`src/rtl/synth_pkg.sv`:
```
package synth_pkg;
  // control word bit positions; software relies on them
  localparam int CTL_GO   = 0;
  localparam int CTL_RUN  = 1;
  localparam int CTL_HOLD = 2;

  typedef enum logic {
    SEL_STAGE = 1'b0,
    SEL_CTRL  = 1'b1
  } wr_sel_e;
endpackage

```
`src/rtl/synth_wr_decode.sv`:
```
module synth_wr_decode
  import synth_pkg::*;
#(
  parameter int NCH  = 4,
  localparam int CH_W = (NCH > 1) ? $clog2(NCH) : 1
) (
  input  logic            wr_en,
  input  logic [CH_W-1:0] wr_chan,
  input  logic            wr_sel,
  output logic [NCH-1:0]  stage_we,
  output logic [NCH-1:0]  ctl_we
);
  wr_sel_e sel;
  assign sel = wr_sel_e'(wr_sel);

  for (genvar c = 0; c < NCH; c++) begin : g_dec
    logic hit;
    assign hit         = wr_en && (wr_chan == CH_W'(c));
    assign stage_we[c] = hit && (sel == SEL_STAGE);
    assign ctl_we[c]   = hit && (sel == SEL_CTRL);
  end


  always_comb begin
    onehot_we_chk: assert ($onehot0({stage_we, ctl_we}));
  end
endmodule

```
`src/rtl/synth_chan.sv`:
```
module synth_chan
  import synth_pkg::*;
#(
  parameter int MD_W    = 5,
  parameter int PE_W    = 15,
  parameter int SD_W    = 4,
  parameter bit RUN_LVL = 1'b1,
  localparam int DW     = PE_W + SD_W + MD_W + 1
) (
  input  logic            clk,
  input  logic            rst,
  input  logic            stage_we,
  input  logic            ctl_we,
  input  logic [DW-1:0]   wdata,
  output logic [MD_W-1:0] act_md,
  output logic [PE_W-1:0] act_pe,
  output logic [SD_W-1:0] act_sdiv,
  output logic            act_div3_n,
  output logic            sleep,
  output logic            hold,
  output logic            blank,
  output logic            live
);
  localparam int SD_LO = PE_W;
  localparam int MD_LO = PE_W + SD_W;
  localparam int D3_B  = DW - 1;

  logic [DW-1:0] stage_q, act_q;
  logic go_q, sleep_q, hold_q, blank_q, live_q;
  logic commit;

  assign commit = ctl_we && wdata[CTL_GO] && !go_q;

  always_ff @(posedge clk) begin
    if (rst) begin
      stage_q <= '0;
      act_q   <= '0;
      go_q    <= 1'b0;
      sleep_q <= 1'b1;
      hold_q  <= 1'b1;
      blank_q <= 1'b1;
      live_q  <= 1'b0;
    end else begin
      if (stage_we) stage_q <= wdata;
      if (ctl_we) begin
        go_q    <= wdata[CTL_GO];
        sleep_q <= (wdata[CTL_RUN] != RUN_LVL);
        hold_q  <= wdata[CTL_HOLD];
      end
      if (commit) begin
        act_q   <= stage_q;
        blank_q <= (stage_q[D3_B-1:0] == '0);
      end
      live_q <= !sleep_q && !hold_q && !blank_q;
    end
  end

  assign act_pe     = act_q[PE_W-1:0];
  assign act_sdiv   = act_q[SD_LO +: SD_W];
  assign act_md     = act_q[MD_LO +: MD_W];
  assign act_div3_n = act_q[D3_B];
  assign sleep      = sleep_q;
  assign hold       = hold_q;
  assign blank      = blank_q;
  assign live       = live_q;


  stage_quiet_chk: assert property (@(posedge clk) disable iff (rst)
    stage_we |=> $stable(act_q));

  commit_copy_chk: assert property (@(posedge clk) disable iff (rst)
    (ctl_we && wdata[CTL_GO] && !go_q) |=> (act_q == $past(stage_q)));

  rearm_chk: assert property (@(posedge clk) disable iff (rst)
    (ctl_we && go_q) |=> $stable(act_q));

  blank_match_chk: assert property (@(posedge clk) disable iff (rst)
    blank_q == (act_q[D3_B-1:0] == '0));

  live_rise_chk: assert property (@(posedge clk) disable iff (rst)
    $rose(live_q) |-> $past(!sleep_q && !hold_q && !blank_q));
endmodule

```
`src/rtl/synth_prog_bank.sv`:
```
module synth_prog_bank #(
  parameter int NCH     = 4,
  parameter int MD_W    = 5,
  parameter int PE_W    = 15,
  parameter int SD_W    = 4,
  parameter bit RUN_LVL = 1'b1,
  localparam int CH_W   = (NCH > 1) ? $clog2(NCH) : 1,
  localparam int DW     = PE_W + SD_W + MD_W + 1
) (
  input  logic                 clk,
  input  logic                 rst,
  input  logic                 wr_en,
  input  logic [CH_W-1:0]      wr_chan,
  input  logic                 wr_sel,
  input  logic [DW-1:0]        wr_data,
  output logic [NCH*MD_W-1:0]  act_md,
  output logic [NCH*PE_W-1:0]  act_pe,
  output logic [NCH*SD_W-1:0]  act_sdiv,
  output logic [NCH-1:0]       act_div3_n,
  output logic [NCH-1:0]       ch_sleep,
  output logic [NCH-1:0]       ch_hold,
  output logic [NCH-1:0]       ch_blank,
  output logic [NCH-1:0]       ch_live
);
  logic [NCH-1:0] stage_we, ctl_we;

  synth_wr_decode #(.NCH(NCH)) u_dec (
    .wr_en   (wr_en),
    .wr_chan (wr_chan),
    .wr_sel  (wr_sel),
    .stage_we(stage_we),
    .ctl_we  (ctl_we)
  );

  for (genvar c = 0; c < NCH; c++) begin : g_ch
    synth_chan #(
      .MD_W(MD_W), .PE_W(PE_W), .SD_W(SD_W), .RUN_LVL(RUN_LVL)
    ) u_ch (
      .clk       (clk),
      .rst       (rst),
      .stage_we  (stage_we[c]),
      .ctl_we    (ctl_we[c]),
      .wdata     (wr_data),
      .act_md    (act_md[c*MD_W +: MD_W]),
      .act_pe    (act_pe[c*PE_W +: PE_W]),
      .act_sdiv  (act_sdiv[c*SD_W +: SD_W]),
      .act_div3_n(act_div3_n[c]),
      .sleep     (ch_sleep[c]),
      .hold      (ch_hold[c]),
      .blank     (ch_blank[c]),
      .live      (ch_live[c])
    );
  end
endmodule

```
`config.mk`:
```
export PLATFORM = sky130hd
export DESIGN_NAME = synth_prog_bank
export DESIGN_NICKNAME = d
export VERILOG_FILES = /design/src/rtl/synth_pkg.sv /design/src/rtl/synth_wr_decode.sv /design/src/rtl/synth_chan.sv /design/src/rtl/synth_prog_bank.sv
export SDC_FILE = /design/constraint.sdc
export NUM_CORES = 1
export LEC_CHECK = 0
export BUFFER_PORTS_ARGS = -buffer_cell sky130_fd_sc_hd__buf_2
export CELL_PAD_IN_SITES_DETAIL_PLACEMENT = 2
export CELL_PAD_IN_SITES_GLOBAL_PLACEMENT = 2
export CORE_UTILIZATION = 34
export CTS_BUF_LIST = sky130_fd_sc_hd__clkbuf_8
export CTS_CLUSTER_SIZE = 14
export DETAILED_ROUTE_END_ITERATION = 10
export PLACE_DENSITY_LB_ADDON = 0.1
export SYNTH_ARGS = -nofsm -noshare
export SYNTH_HDL_FRONTEND = slang
export SYNTH_SLANG_ARGS = --single-unit
```
`constraint.sdc`:
```
create_clock -name clk -period 1.3 [get_ports clk]
set_input_delay 0.13 -clock clk [delete_from_list [all_inputs] [get_ports clk]]
set_output_delay 0.13 -clock clk [all_outputs]
set_load 0.01 [all_outputs]
```
Word level (Yosys, flattened, before mapping)
Index checks and enable logic that the tools add are counted.
Widths: inputs -> output; s select.

operators by class
  eq/ne operators = 3
  shifts and indexed selects = 0
  add/subtract/negate cells = 0
  multiply operators = 0
  reduce and logical (&&, ||, !) cells = 49
  mux-type cells = 0
  magnitude comparators = 0
  div/mod/pow operators = 0
  bitwise operators = 2

operator list
  cell                count
  $logic_not 24->1    4
  $logic_and 1x1->1   28
  $logic_not 1->1     16
  $eq 2x2->1 const B  2
  $eq 2x1->1 const B  1
  $logic_not 2->1     1
  $not 1->1           2

word-level totals
  memories kept = 0
  memory bits (writable) = 0
  output and inout port bits = 116
  word-level logic and storage cells = 82
  bits in latches = 0
  flip-flop bits (word level) = 220
  ROM bits = 0
  input bits = 31

Longest topological paths before layout
  word-level depth = 5
  gate-level depth with buffers = 6
  gate-level depth less buffers = 3

By module
From an unflattened synthesis, not the netlist that was laid out.

second synthesis, totals
  cells, all modules = 868
  area, all modules = 8224.1 µm²

by module, submodules not included
  module           sequential area each (µm²)  times used  cells each  area an instance (µm²)
  synth_chan       1101.1                      4           215         2031.9
  synth_wr_decode  0.0                         1           8           96.3

Worst setup path before layout
Ideal clock, no wire load.

  path type = in2reg
  from = in wr_chan[1]
  to = reg g_ch[0].u_ch.stage_q[12]
  setup time = 131 ps
  buffers on the path = 2
  data arrival time = 1041 ps
  cell stages on the path = 5
  data required time = 1169 ps
  path slack = 128 ps
  cells stage by stage = or4b_1 -> buf_2 -> buf_6 -> nand2_1 -> a21oi_2

between the ends
  cells in the longest elaborated chain, start to end = 3

ends and longest elaborated chain
  element               RTL line               source
  from (decl)           synth_prog_bank.sv:13  input logic [CH_W-1:0] wr_chan,
  $logic_not 2->1       synth_wr_decode.sv:18  assign hit = wr_en && (wr_chan == CH_W'(c));
  $logic_and 1x1->1     synth_wr_decode.sv:18
  $logic_and 1x1->1     synth_wr_decode.sv:19  assign stage_we[c] = hit && (sel == SEL_STAGE);
  to (signal assigned)  synth_chan.sv:44       if (stage_we) stage_q <= wdata;
  to (decl)             synth_chan.sv:28       logic [DW-1:0] stage_q, act_q;

No other way between the ends.
A chain may end at the register's enable or synchronous reset.

Worst setup path in the final report
  from = reg g_ch[2].u_ch.hold_q
  to = out ch_hold[2]

RTL lines
  element                 RTL line               source
  from (decl)             synth_chan.sv:29       logic go_q, sleep_q, hold_q, blank_q, live_q;
  from (signal assigned)  synth_chan.sv:48       hold_q <= wdata[CTL_HOLD];
  to (decl)               synth_prog_bank.sv:21  output logic [NCH-1:0] ch_hold,

No word-level cell between the ends.

==> reports/metrics.yaml <==
status:
  outcome: "completed"
floorplan:
  core_mm2: 0.0244
  die_y_um: 160
  dieArea_mm2: 0.0256
  die_x_um: 160
  initial_utilization_pct: 34.9
  num_rows: 57
  io_pins: 147
cells_and_area:
  area_growth_pct: 26.0
  nNetsFinal: 1222
  fillers: 2806
  diodes: 0
  seq_area_mm2: 0.00440
  drive_gt1_share_pct: 22.0
  multiInputGateArea_mm2: 0.00345
critical_path:
  crit_arrival_ns: 1.12
  cp-start-kind: "flop"
  worst-r2r-setup-slack_ns: 0.10
  path_cells: "buf_2"
  crit_required_ns: 1.17
  slowest_delay_ns: 0.41
  critPathTopFamily: "flip-flops"
  timing_worst_setup_path_type: "flop to output pin"
  worst-path-max-fanout: 3
  cp-end-kind: "output pin"
  critical_path_buf_inv_count: 1
  cp_slowest_cell: "dfxtp_1"
placed_design:
  portBuffers: 146
  gp_congestion: 0.764
  preCtsSetupSlack_ns: -0.0619
  dp_hpwl_um: 19500
timing:
  clock_skew_ns: 0.0224
  drv_slew: 0
  relSlewSlack_pct: 56.4
  max_freq_ghz: 0.800
  rsz0062_at_grt: "no"
  hold_ws_ns: 0.00894
  fin_crit_sh_pct: 96.1
  max_slew.worst_pin.slew_ns: 0.654
  min_period_ns: 1.25
  setup_tns_ns: 0
  hold_viol: 0
  setup_viol: 0
  setup_ws_ns: 0.0505
drt:
  vias: 8059
  post-route-drc-count: 0
  vias_per_cell: 5.22
  drt_pass1_iterations: 4
  drt-initial-drc-count: 372
  ant_nets: 0
  routed_wl_um: 30200
  wl_per_cell_um: 19.6
synthesis:
  ys_ff_latch: 220
  ys.flop_type: "dfxtp_1"
  syn-cell-area_mm2: 0.00850
  synthTopCellsByArea: "dfxtp_1 (52%), a21oi_1 (11%), nand2_1 (9.7%), nand3_1 (6.1%), o21ai_0 (6.1%)"
  yosysWarnings: 0
  synth_cell_types: 26
  synthTopCellsByCount: "dfxtp_1 (220), nand2_1 (220), a21oi_1 (195)"
  syn-instance-count: 1038
  synth_top_area_share_pct: 51.8
  seq_area_frac_synth_pct: 51.8
  synth_area_leader_cell: "dfxtp_1"
  async_reset_ff_share_pct: 0
  syn_nets: 1069
  syn_avg_cell_area_um2: 8.19
  synth_edf_count: 0
clock_network:
  cts_buffers: 41
  cts_htree_levels: 2
  clock_latency_ns: 0.54
  clkSinkCount: 220
  clockBufferDepth: 3
  clk_pin_slew_worst_paths_ns: 0.06
  cts_tree: "done"
  cts-root-buf: "clkbuf_8"
global_routing:
  grt_start_max_net_pins: 88
  grt.total_usage_pct: 23.5
  gr-total-overflow: 0
  grt_first_pass_wirelength_um: 47700
  grt_pass1_vias: 8564
  antenna_found_initial: 2
worst_hold_path:
  holdCritPathClass: "input port to flop"
power:
  power_mw: 14.4
  ir_drop_v: 0.00108
  powerDensity_mw_per_mm2: 1340
  power_leakage_nw: 4.10
flow_run:
  maxCapViolCount: 0
==> layer usage <==
layer	track usage, %	vias to the layer above	part of all wire [%]
met3	3.84	41	4.3
met1	30.6	3973	45
met4	5.93	2	1.4
met2	40.4	156	49
met5	0	-	0.033
li1	-	3887	-
==> cell type report <==
| class | count | area share, % |
|---|---|---|
| Clock inverter | 24 | 1.16 |
| Timing Repair Buffer | 227 | 15.5 |
| Inverter | 1 | 0.0351 |
| Multi-Input combinational cell | 700 | 32.2 |
| Tap cell | 324 | 3.79 |
| Clock buffer | 48 | 6.17 |
| Sequential cell | 220 | 41.1 |
==> cell usage in the layout, fill, tap and decap left out, types with 20 or more instances in the layout <==
| cell | netlist | final |
|---|---|---|
| o21ai_0 | 103 | 103 |
| clkbuf_8 | 0 | 48 |
| buf_2 | 20 | 145 |
| buf_4 | 40 | 34 |
| nand3_1 | 104 | 104 |
| nor4_1 | 28 | 26 |
| dlygate4sd3_1 | 0 | 26 |
| a21oi_1 | 195 | 195 |
| dfxtp_1 | 220 | 220 |
| nand2_1 | 220 | 220 |
| buf_12 | 0 | 20 |
| inv_1 | 1 | 20 |
==> report_power, final <==
group          internal (mW)  leakage [nW]  switching, mW
clock                   3.54         0.472           2.94
combinational          0.354          1.85          0.643
sequential              6.83          1.78         0.0722
==> final timing paths <==
kind / startpoint / endpoint / cells after the start
hold / removal: wr_data[1] / g_ch[2].u_ch.stage_q[1] / 3
setup / recovery: g_ch[2].u_ch.hold / ch_hold[2] / 1
setup reg to reg: g_ch[3].u_ch.stage_q[21] / g_ch[3].u_ch.blank / 3
hold reg to reg: g_ch[0].u_ch.sleep / g_ch[0].u_ch.live / 1
==> per-stage QoR <==
stage	area, um^2	util [%]	std cells
finish	10700	43.9	1544
detailed placement	9650	39.6	1446
global placement	9650	39.6	1446
floorplan	8500	-	1038
CTS	10700	43.8	1544
global route	10700	43.9	1544
==> cells by family (layout without fill, tap and decap cells) <==
logic type      Yosys count  count (layout)  share of synthesized area (%)
compound gates          316             316                           19.2
buf+inv                 118             300                           7.80
flops                   220             220                           51.8
simple gates            384             384                           21.2
==> flip-flops by register name, indices dropped and copies added, names as in the netlist <==
register / cells
g_ch.u_ch.act_q: 100
g_ch.u_ch.stage_q: 100
g_ch.u_ch.blank: 4
g_ch.u_ch.go_q: 4
g_ch.u_ch.hold: 4
g_ch.u_ch.live: 4
g_ch.u_ch.sleep: 4
==> repair_timing <==
action                                 CTS  global route
setup endpoints to repair                0             3
resized for setup                        0             3
hold buffers                            26             0
endpoints found under the hold margin   96             0
buffers inserted                         0             0
(Power assumes the default switching activity.)
